===== src/rtl/ide_irq_pkg.sv =====
package ide_irq_pkg;
  localparam int NUM_CH      = 2;
  localparam int ADDR_W      = 4;
  localparam int DATA_W      = 8;
  localparam int CNT_W       = 8;
  localparam int PEND_BIT    = 2;
  localparam int MODE_BIT    = 0;
  localparam int MODE_OFF    = 4;
  localparam int STAT_BASE   = 2;
  localparam int STAT_STRIDE = 8;

  // byte address of a channel's status register
  function automatic int stat_off(input int ch);
    return STAT_BASE + ch * STAT_STRIDE;
  endfunction
endpackage


===== src/rtl/ide_irq_chan_status.sv =====
module ide_irq_chan_status (
  input  logic clk,
  input  logic rst,
  input  logic raw,
  input  logic clr,
  output logic pend
);
  logic raw_q;
  logic rise;

  assign rise = raw & ~raw_q;

  always_ff @(posedge clk) begin
    if (rst) begin
      raw_q <= 1'b0;
      pend  <= 1'b0;
    end else begin
      raw_q <= raw;
      if (rise)     pend <= 1'b1;
      else if (clr) pend <= 1'b0;
    end
  end


  set_wins_chk: assert property (@(posedge clk) disable iff (rst) rise |=> pend);


  clear_takes_chk: assert property (@(posedge clk) disable iff (rst) (clr && !rise) |=> !pend);


  level_no_reset_chk: assert property (@(posedge clk) disable iff (rst) (raw_q && !pend) |=> !pend);
endmodule


===== src/rtl/ide_irq_mask_timer.sv =====
module ide_irq_mask_timer #(
  parameter int CNT_W = 8
) (
  input  logic             clk,
  input  logic             rst,
  input  logic             start,
  input  logic             stop,
  input  logic [CNT_W-1:0] len,
  output logic             masking
);
  logic [CNT_W-1:0] cnt;

  always_ff @(posedge clk) begin
    if (rst || stop)      cnt <= '0;
    else if (start)       cnt <= len;
    else if (cnt != '0)   cnt <= cnt - 1'b1;
  end

  assign masking = (cnt != '0);


  start_opens_chk: assert property (@(posedge clk) disable iff (rst)
    (start && !stop && len != '0) |=> masking);
endmodule


===== src/rtl/ide_irq_router.sv =====
module ide_irq_router #(
  parameter int ADDR_W = ide_irq_pkg::ADDR_W,
  parameter int DATA_W = ide_irq_pkg::DATA_W,
  parameter int CNT_W  = ide_irq_pkg::CNT_W
) (
  input  logic              clk,
  input  logic              rst,
  input  logic [1:0]        chan_irq_raw,
  input  logic              reg_wr,
  input  logic [ADDR_W-1:0] reg_addr,
  input  logic [DATA_W-1:0] reg_wdata,
  input  logic [CNT_W-1:0]  mask_cycles,
  output logic [DATA_W-1:0] reg_rdata,
  output logic              legacy_irq_pri,
  output logic              legacy_irq_sec,
  output logic              native_irq_n
);
  import ide_irq_pkg::*;

  localparam logic [ADDR_W-1:0] MODE_A = ADDR_W'(MODE_OFF);

  logic              mode_q;
  logic              mode_wr;
  logic              go_native;
  logic              go_legacy;
  logic              masking;
  logic [NUM_CH-1:0] pend;
  logic [NUM_CH-1:0] clr;
  logic [DATA_W-1:0] rd_next;

  assign mode_wr   = reg_wr && (reg_addr == MODE_A);
  assign go_native = mode_wr && reg_wdata[MODE_BIT] && !mode_q;
  assign go_legacy = mode_wr && !reg_wdata[MODE_BIT];

  generate
    for (genvar c = 0; c < NUM_CH; c++) begin : g_ch
      assign clr[c] = reg_wr && (reg_addr == ADDR_W'(stat_off(c))) && reg_wdata[PEND_BIT];
      ide_irq_chan_status u_stat (
        .clk  (clk),
        .rst  (rst),
        .raw  (chan_irq_raw[c]),
        .clr  (clr[c]),
        .pend (pend[c])
      );
    end
  endgenerate

  ide_irq_mask_timer #(.CNT_W(CNT_W)) u_mask (
    .clk     (clk),
    .rst     (rst),
    .start   (go_native),
    .stop    (go_legacy),
    .len     (mask_cycles),
    .masking (masking)
  );

  always_comb begin
    rd_next = '0;
    if (reg_addr == MODE_A) rd_next[MODE_BIT] = mode_q;
    for (int c = 0; c < NUM_CH; c++)
      if (reg_addr == ADDR_W'(stat_off(c))) rd_next[PEND_BIT] = pend[c];
  end

  always_ff @(posedge clk) begin
    if (rst) begin
      mode_q         <= 1'b0;
      reg_rdata      <= '0;
      legacy_irq_pri <= 1'b0;
      legacy_irq_sec <= 1'b0;
      native_irq_n   <= 1'b1;
    end else begin
      if (mode_wr) mode_q <= reg_wdata[MODE_BIT];
      reg_rdata      <= rd_next;
      legacy_irq_pri <= !mode_q && pend[0];
      legacy_irq_sec <= !mode_q && pend[1];
      native_irq_n   <= !(mode_q && !masking && (|pend));
    end
  end


  legacy_quiet_chk: assert property (@(posedge clk) disable iff (rst) !mode_q |=> native_irq_n);


  native_lines_off_chk: assert property (@(posedge clk) disable iff (rst)
    mode_q |=> (!legacy_irq_pri && !legacy_irq_sec));


  native_fires_chk: assert property (@(posedge clk) disable iff (rst)
    (mode_q && !masking && (|pend)) |=> !native_irq_n);


  mask_holds_chk: assert property (@(posedge clk) disable iff (rst) masking |=> native_irq_n);
endmodule


===== config.mk =====
export PLATFORM = sky130hd
export DESIGN_NAME = ide_irq_router
export DESIGN_NICKNAME = d
export VERILOG_FILES = /design/src/rtl/ide_irq_pkg.sv /design/src/rtl/ide_irq_chan_status.sv /design/src/rtl/ide_irq_mask_timer.sv /design/src/rtl/ide_irq_router.sv
export SDC_FILE = /design/constraint.sdc
export NUM_CORES = 1
export LEC_CHECK = 0
export ABC_AREA = 1
export BUFFER_PORTS_ARGS = -buffer_cell sky130_fd_sc_hd__buf_2
export CORE_AREA = 2 2 49 51
export DETAILED_ROUTE_END_ITERATION = 12
export DIE_AREA = 0 0 51 53
export GPL_TIMING_DRIVEN = 0
export MAX_ROUTING_LAYER = met4
export PLACE_DENSITY_LB_ADDON = 0.1
export SETUP_SLACK_MARGIN = 0.05
export SYNTH_ARGS = -nofsm -noshare
export SYNTH_HDL_FRONTEND = slang
export SYNTH_SLANG_ARGS = --single-unit

===== constraint.sdc =====
create_clock -name clk -period 1.7 [get_ports clk]
set_clock_uncertainty 0.15 [all_clocks]
set_input_delay 0 -clock clk [delete_from_list [all_inputs] [get_ports clk]]
set_output_delay 0 -clock clk [all_outputs]
set_load 0.02 [all_outputs]

==> flow_summary.toml, run 1 <==
[timing]
setup_viol_count_final = 0
rsz0062_at_grt = "false"
fmax_mhz = 634
final-hold-violation-count = 0
fin_crit_ns = 1.58
slew_violations = 0
period_share = 0.927
fin_setup_tns_ns = 0

[floorplanning]
rows = 17
die_w_um = 51
num_io_pins = 36
dieArea_um2 = 2700
die_h_um = 53
initial_core_util = 0.469
coreArea_um2 = 2150

[drt]
firstDrtPassIters = 4
wire_per_inst_um = 10.6
postRouteAntennaNets = 0
drt-total-wl_um = 2320
drc = 0
drt-initial-drc-count = 19
vias = 1016
vias_per_cell = 4.64

[setup_path]
required_ns = 1.74
r2r_setup_slack_ns = 0.23
crit_arrival_ns = 1.61
endpoint_kind = "register"
cp-start-kind = "input port"
crit_fanout = 5
crit_type = "in2reg"

[pwr]
power.density_nw_per_um2 = 1140
p_leak_nw = 0.734
ir_drop_uv = 1060
p_total_mw = 1.63

[synth]
synth_edf_count = 0
syn_avg_cell_area_um2 = 7.26
synth_common_cells = "inv_1, nand2_1, dfxtp_1"
synthCells = 139
synth_warnings = 0
yosys.area.top_type = "dfxtp_1"
yosysMostFrequentCell = "inv_1"
ys_seq_area_frac = 0.357
synth-async-reset-ratio = 0
synth_ff_type = "dfxtp_1"
ys_seq_elements = 18
synth_top_area_share = 0.357
synth_area_leaders = "dfxtp_1, inv_1, nand2_1"
netlist_area_um2 = 1010
synth.distinct_cells = 25

[finish]
fin_area_um2 = 1420
drive_above_1_share = 0.251
final_nets = 219
n_antenna_cell = 0
synthToLayoutAreaGrowth_pct = 41.2
nFillCells = 196
final_core_util = 0.663

[grt]
grt_pass1_vias = 1008
gr-usage-all-layers = 0.199
antenna_found_initial = 0
grt_pass1_wl_um = 3950
grt.overflow.total = 0
grt_max_degree = 11

[cts]
clk_pin_slew_ns = 0.11
clock-sinks = 18
cts_max_path_buffers = 2
cts-buffers-inserted = 3
cts_setup_buffers = 0
cts_tree = "built"
clock-root-buffer = "clkbuf_4"
worst_skew_pair.late_latency_ns = 0.30
htree_levels = 1

[placed_design]
dp_hpwl_um = 1590
portBuffers = 22
gp_congestion = 0.793
placed_area_um2 = 1170

[status]
status = "finished clean"

[hold_path]
hp-class = "in2reg"

[run]
drv_cap = 0
logic make-up (layout without fill, tap and decap cells):
family / after synthesis / count (layout) / share of synthesized area
other: 1 / 6 / 0.00372
xor gates and xnor gates: 3 / 3 / 0.0261
adders and majority gates: 2 / 2 / 0.0248
DFF: 18 / 18 / 0.357
and+or+nand+nor: 72 / 72 / 0.371
AOI/OAI and AO/OA: 11 / 11 / 0.0670
buffers and inverters: 32 / 79 / 0.150
worst max-delay path, cell delays in order:
cell	delay, ns
dlygate4sd3_1	0.53
buf_2	0.15
inv_1	0.11
nor3_1	0.19
dlygate4sd3_1	0.57
o22ai_1	0.06
cell usage in the layout (no fill, tap or decap), types with 2 or more instances in the layout:
master and instances:
nand2_1 20, inv_1 21, xor2_1 3, nand3_2 2, nand2_2 3, nor2_1 16
nor2_4 3, conb_1 6, nand4_1 8, dlygate4sd3_1 21, ha_1 2, clkbuf_4 3
a21oi_1 5, dfxtp_1 18, inv_2 3, buf_2 23, o22ai_1 2, buf_4 6
nor3_1 2, nand3_1 15
per-layer routing:
metal	GRT usage	wire, um	vias up
li1	-	-	542
met5	-	0	-
met1	0.209	1020	446
met2	0.361	1170	24
met4	0.0811	40	0
met3	0.0424	94	4
through the flow:
step	setup WS [ns]	hold WS [ns]	std cells
2_1_floorplan	0.383	-0.0776	144
3_3_place_gp	0.261	0.0354	194
3_5_place_dp	0.253	0.0431	194
4_1_cts	0.0731	0.0106	220
5_1_grt	0.0607	0.0299	219
6_report	0.124	0.00313	219
cell type report:
class                      instances  area (um2)  area share
multi-input combinational         94         520       0.366
sequential                        18         360       0.253
timing repair buffer              43         320       0.225
inverter                          24        90.1      0.0633
buffer                             8        61.3      0.0431
clock buffer                       4        36.3      0.0255
tap                               28        35.0      0.0246
sequential cells by signal, summed over array words and instances (netlist names):
name,flops
g_ch.u_stat.pend,2
g_ch.u_stat.raw_q,2
legacy_irq_pri,1
legacy_irq_sec,1
mode_q,1
native_irq_n,1
reg_rdata,2
u_mask.cnt,8
worst paths after layout:
check                                          start             endpoint  cells past startpoint
worst min-delay path                    reg_wdata[0]        u_mask.cnt[4]                      5
worst max register to register         u_mask.cnt[0]        u_mask.cnt[7]                      8
worst min register to register  g_ch[1].u_stat.raw_q  g_ch[1].u_stat.pend                      1
worst max-delay path                          reg_wr  g_ch[0].u_stat.pend                      6
timing repair:
action	in CTS	in global routing
setup endpoints to repair	0	1
hold buffers	22	0
endpoints found under the hold margin	17	0
gates resized for setup	0	2
report_power, final:
group          internal [mW]  leakage (nW)  switching [mW]
registers              0.512         0.149          0.0654
clock network          0.131        0.0210           0.137
logic                  0.325         0.564           0.458
total                  0.967         0.734           0.660
Power figures use the tool's default switching activity.
==> run 2, diff against run 1 <==
SYNTH_HIERARCHICAL = 1   (was default)
==> flow_summary.toml, run 2 <==
[floorplanning]
coreArea_um2 = 2150
num_io_pins = 36
die_h_um = 53
dieArea_um2 = 2700
die_w_um = 51
rows = 17
initial_core_util = 0.455

[finish]
nFillCells = 177
final_common_cell = "inv_1"
n_antenna_cell = 0
top_register = "u_mask/cnt"
largest_register_ffs = 8
synthToLayoutAreaGrowth_pct = 49.6
final_nets = 230
drive_above_1_share = 0.252
mostFrequentLayoutCells = "inv_1, dlygate4sd3_1, buf_2, nand2_1, dfxtp_1"

[cts]
clock-sinks = 18
htree_levels = 1
cts-buffers-inserted = 3
worst_skew_pair.late_latency_ns = 0.29
cts_max_path_buffers = 2
clock-root-buffer = "clkbuf_4"
cts_tree = "built"
clk_pin_slew_ns = 0.11

[drt]
vias_per_cell = 4.37
drt-total-wl_um = 2150
drc = 0
wire_per_inst_um = 9.34
postRouteAntennaNets = 0
firstDrtPassIters = 4
vias = 1006
drt-initial-drc-count = 10

[pwr]
ir_drop_uv = 623
power.density_nw_per_um2 = 1040
p_total_mw = 1.52
p_leak_nw = 0.719

[grt]
grt_pass1_vias = 921
gr-usage-all-layers = 0.180
grt_max_degree = 11
grt_pass1_wl_um = 3530
antenna_found_initial = 0
grt.overflow.total = 0

[timing]
period_share = 0.899
fin_crit_ns = 1.53
fmax_mhz = 654
slew_violations = 0
final-hold-violation-count = 0
setup_viol_count_final = 0
rsz0062_at_grt = "false"
fin_setup_tns_ns = 0
whs_ns = 0.181

[synth]
synth_top_area_share = 0.368
synth_edf_count = 0
synth.distinct_cells = 21
synth_area_leaders = "dfxtp_1, inv_1, nand2_1"
synth_common_cells = "inv_1, nand2_1, dfxtp_1"
ys_seq_area_frac = 0.368
ys_seq_elements = 18
synthCells = 143
synth_warnings = 6
yosys.area.top_type = "dfxtp_1"
netlist_area_um2 = 978
synth_ff_type = "dfxtp_1"
synth-async-reset-ratio = 0
syn_avg_cell_area_um2 = 6.84
yosysMostFrequentCell = "inv_1"

[placed_design]
gp_congestion = 0.794
portBuffers = 23
dp_hpwl_um = 1480

[setup_path]
cp-start-kind = "input port"
crit_arrival_ns = 1.58
r2r_setup_slack_ns = 0.24
required_ns = 1.75
crit_type = "in2reg"
endpoint_kind = "register"
crit_fanout = 4

[run]
drv_cap = 0

[hold_path]
hp-class = "in2reg"

[status]
status = "finished clean"
## run 2: cell types whose count changed after synthesis, sizes merged, moves of 2 or more
cell   before  now
a21oi       5   10
inv        24   31
nand2      23   21
nand3      17   15
nand4       8    3
o21ai       1    7
o22ai       2    0
## run 2: final timing paths
kind,end,depth (start not counted),from
worst max-delay path,g_ch[0].u_stat/pend,8,reg_wr
worst min-delay path,u_mask/cnt[3],7,reg_addr[1]
worst max register to register,u_mask/cnt[0],6,mode_q
worst min register to register,legacy_irq_sec,2,g_ch[1].u_stat/pend
## run 2: critical path, cell delays in order
cell,delay (ns)
dlygate4sd3_1,0.51
buf_2,0.14
nand3_1,0.08
nor2_1,0.13
inv_1,0.06
nand3_1,0.07
dlygate4sd3_1,0.54
nand2_1,0.05
## run 2: routing by layer
metal / wire (um) / global-route usage / part of all wire / vias up
li1: - / - / - / 547
met1: 893 / 0.175 / 0.42 / 437
met2: 1150 / 0.346 / 0.54 / 20
met3: 85 / 0.0254 / 0.040 / 2
met4: 17 / 0.0946 / 0.0079 / 0
met5: 0 / - / 0 / -
## run 2: cell families after synthesis
logic type / Yosys count / synth area share
AND/OR/NAND/NOR: 64 / 0.320
other: 1 / 0.00383
XOR/XNOR: 2 / 0.0179
adder cells (fa/ha/maj): 2 / 0.0256
AO/OA/AOI/OAI: 18 / 0.0946
flip-flops: 18 / 0.368
buffers and inverters: 38 / 0.170
## run 2: report_power, final
part           internal, mW  switching [mW]
Clock                 0.130           0.130
Combinational         0.297           0.401
Sequential            0.500          0.0594
Total                 0.927           0.591
## run 2: layout make-up
type,count,area [um2],area share
multi-input cells,92,478,0.326
well taps,28,35.0,0.0239
plain buffers,7,52.6,0.0359
repair buffers,50,385,0.263
flip-flops and latches,18,360,0.246
inverters,31,116,0.0795
clock buffers,4,36.3,0.0248
## run 2: metrics by stage
step	utilization	std cells	cell area [um2]	worst slack (ns)
finish	0.681	230	1460	0.172
global route	0.681	230	1460	0.0487
CTS	0.672	229	1440	0.0858
detailed placement	0.534	199	1150	0.0950
global placement	0.534	199	1150	0.109
floorplan	-	148	997	0.292
## run 2: timing repair
| action | in CTS | in global routing |
|---|---|---|
| setup buffers | 0 | 1 |
| resized for setup | 0 | 4 |
| endpoints found under the hold margin | 18 | 0 |
| hold buffers | 26 | 0 |
| endpoints found under the setup margin | 0 | 7 |
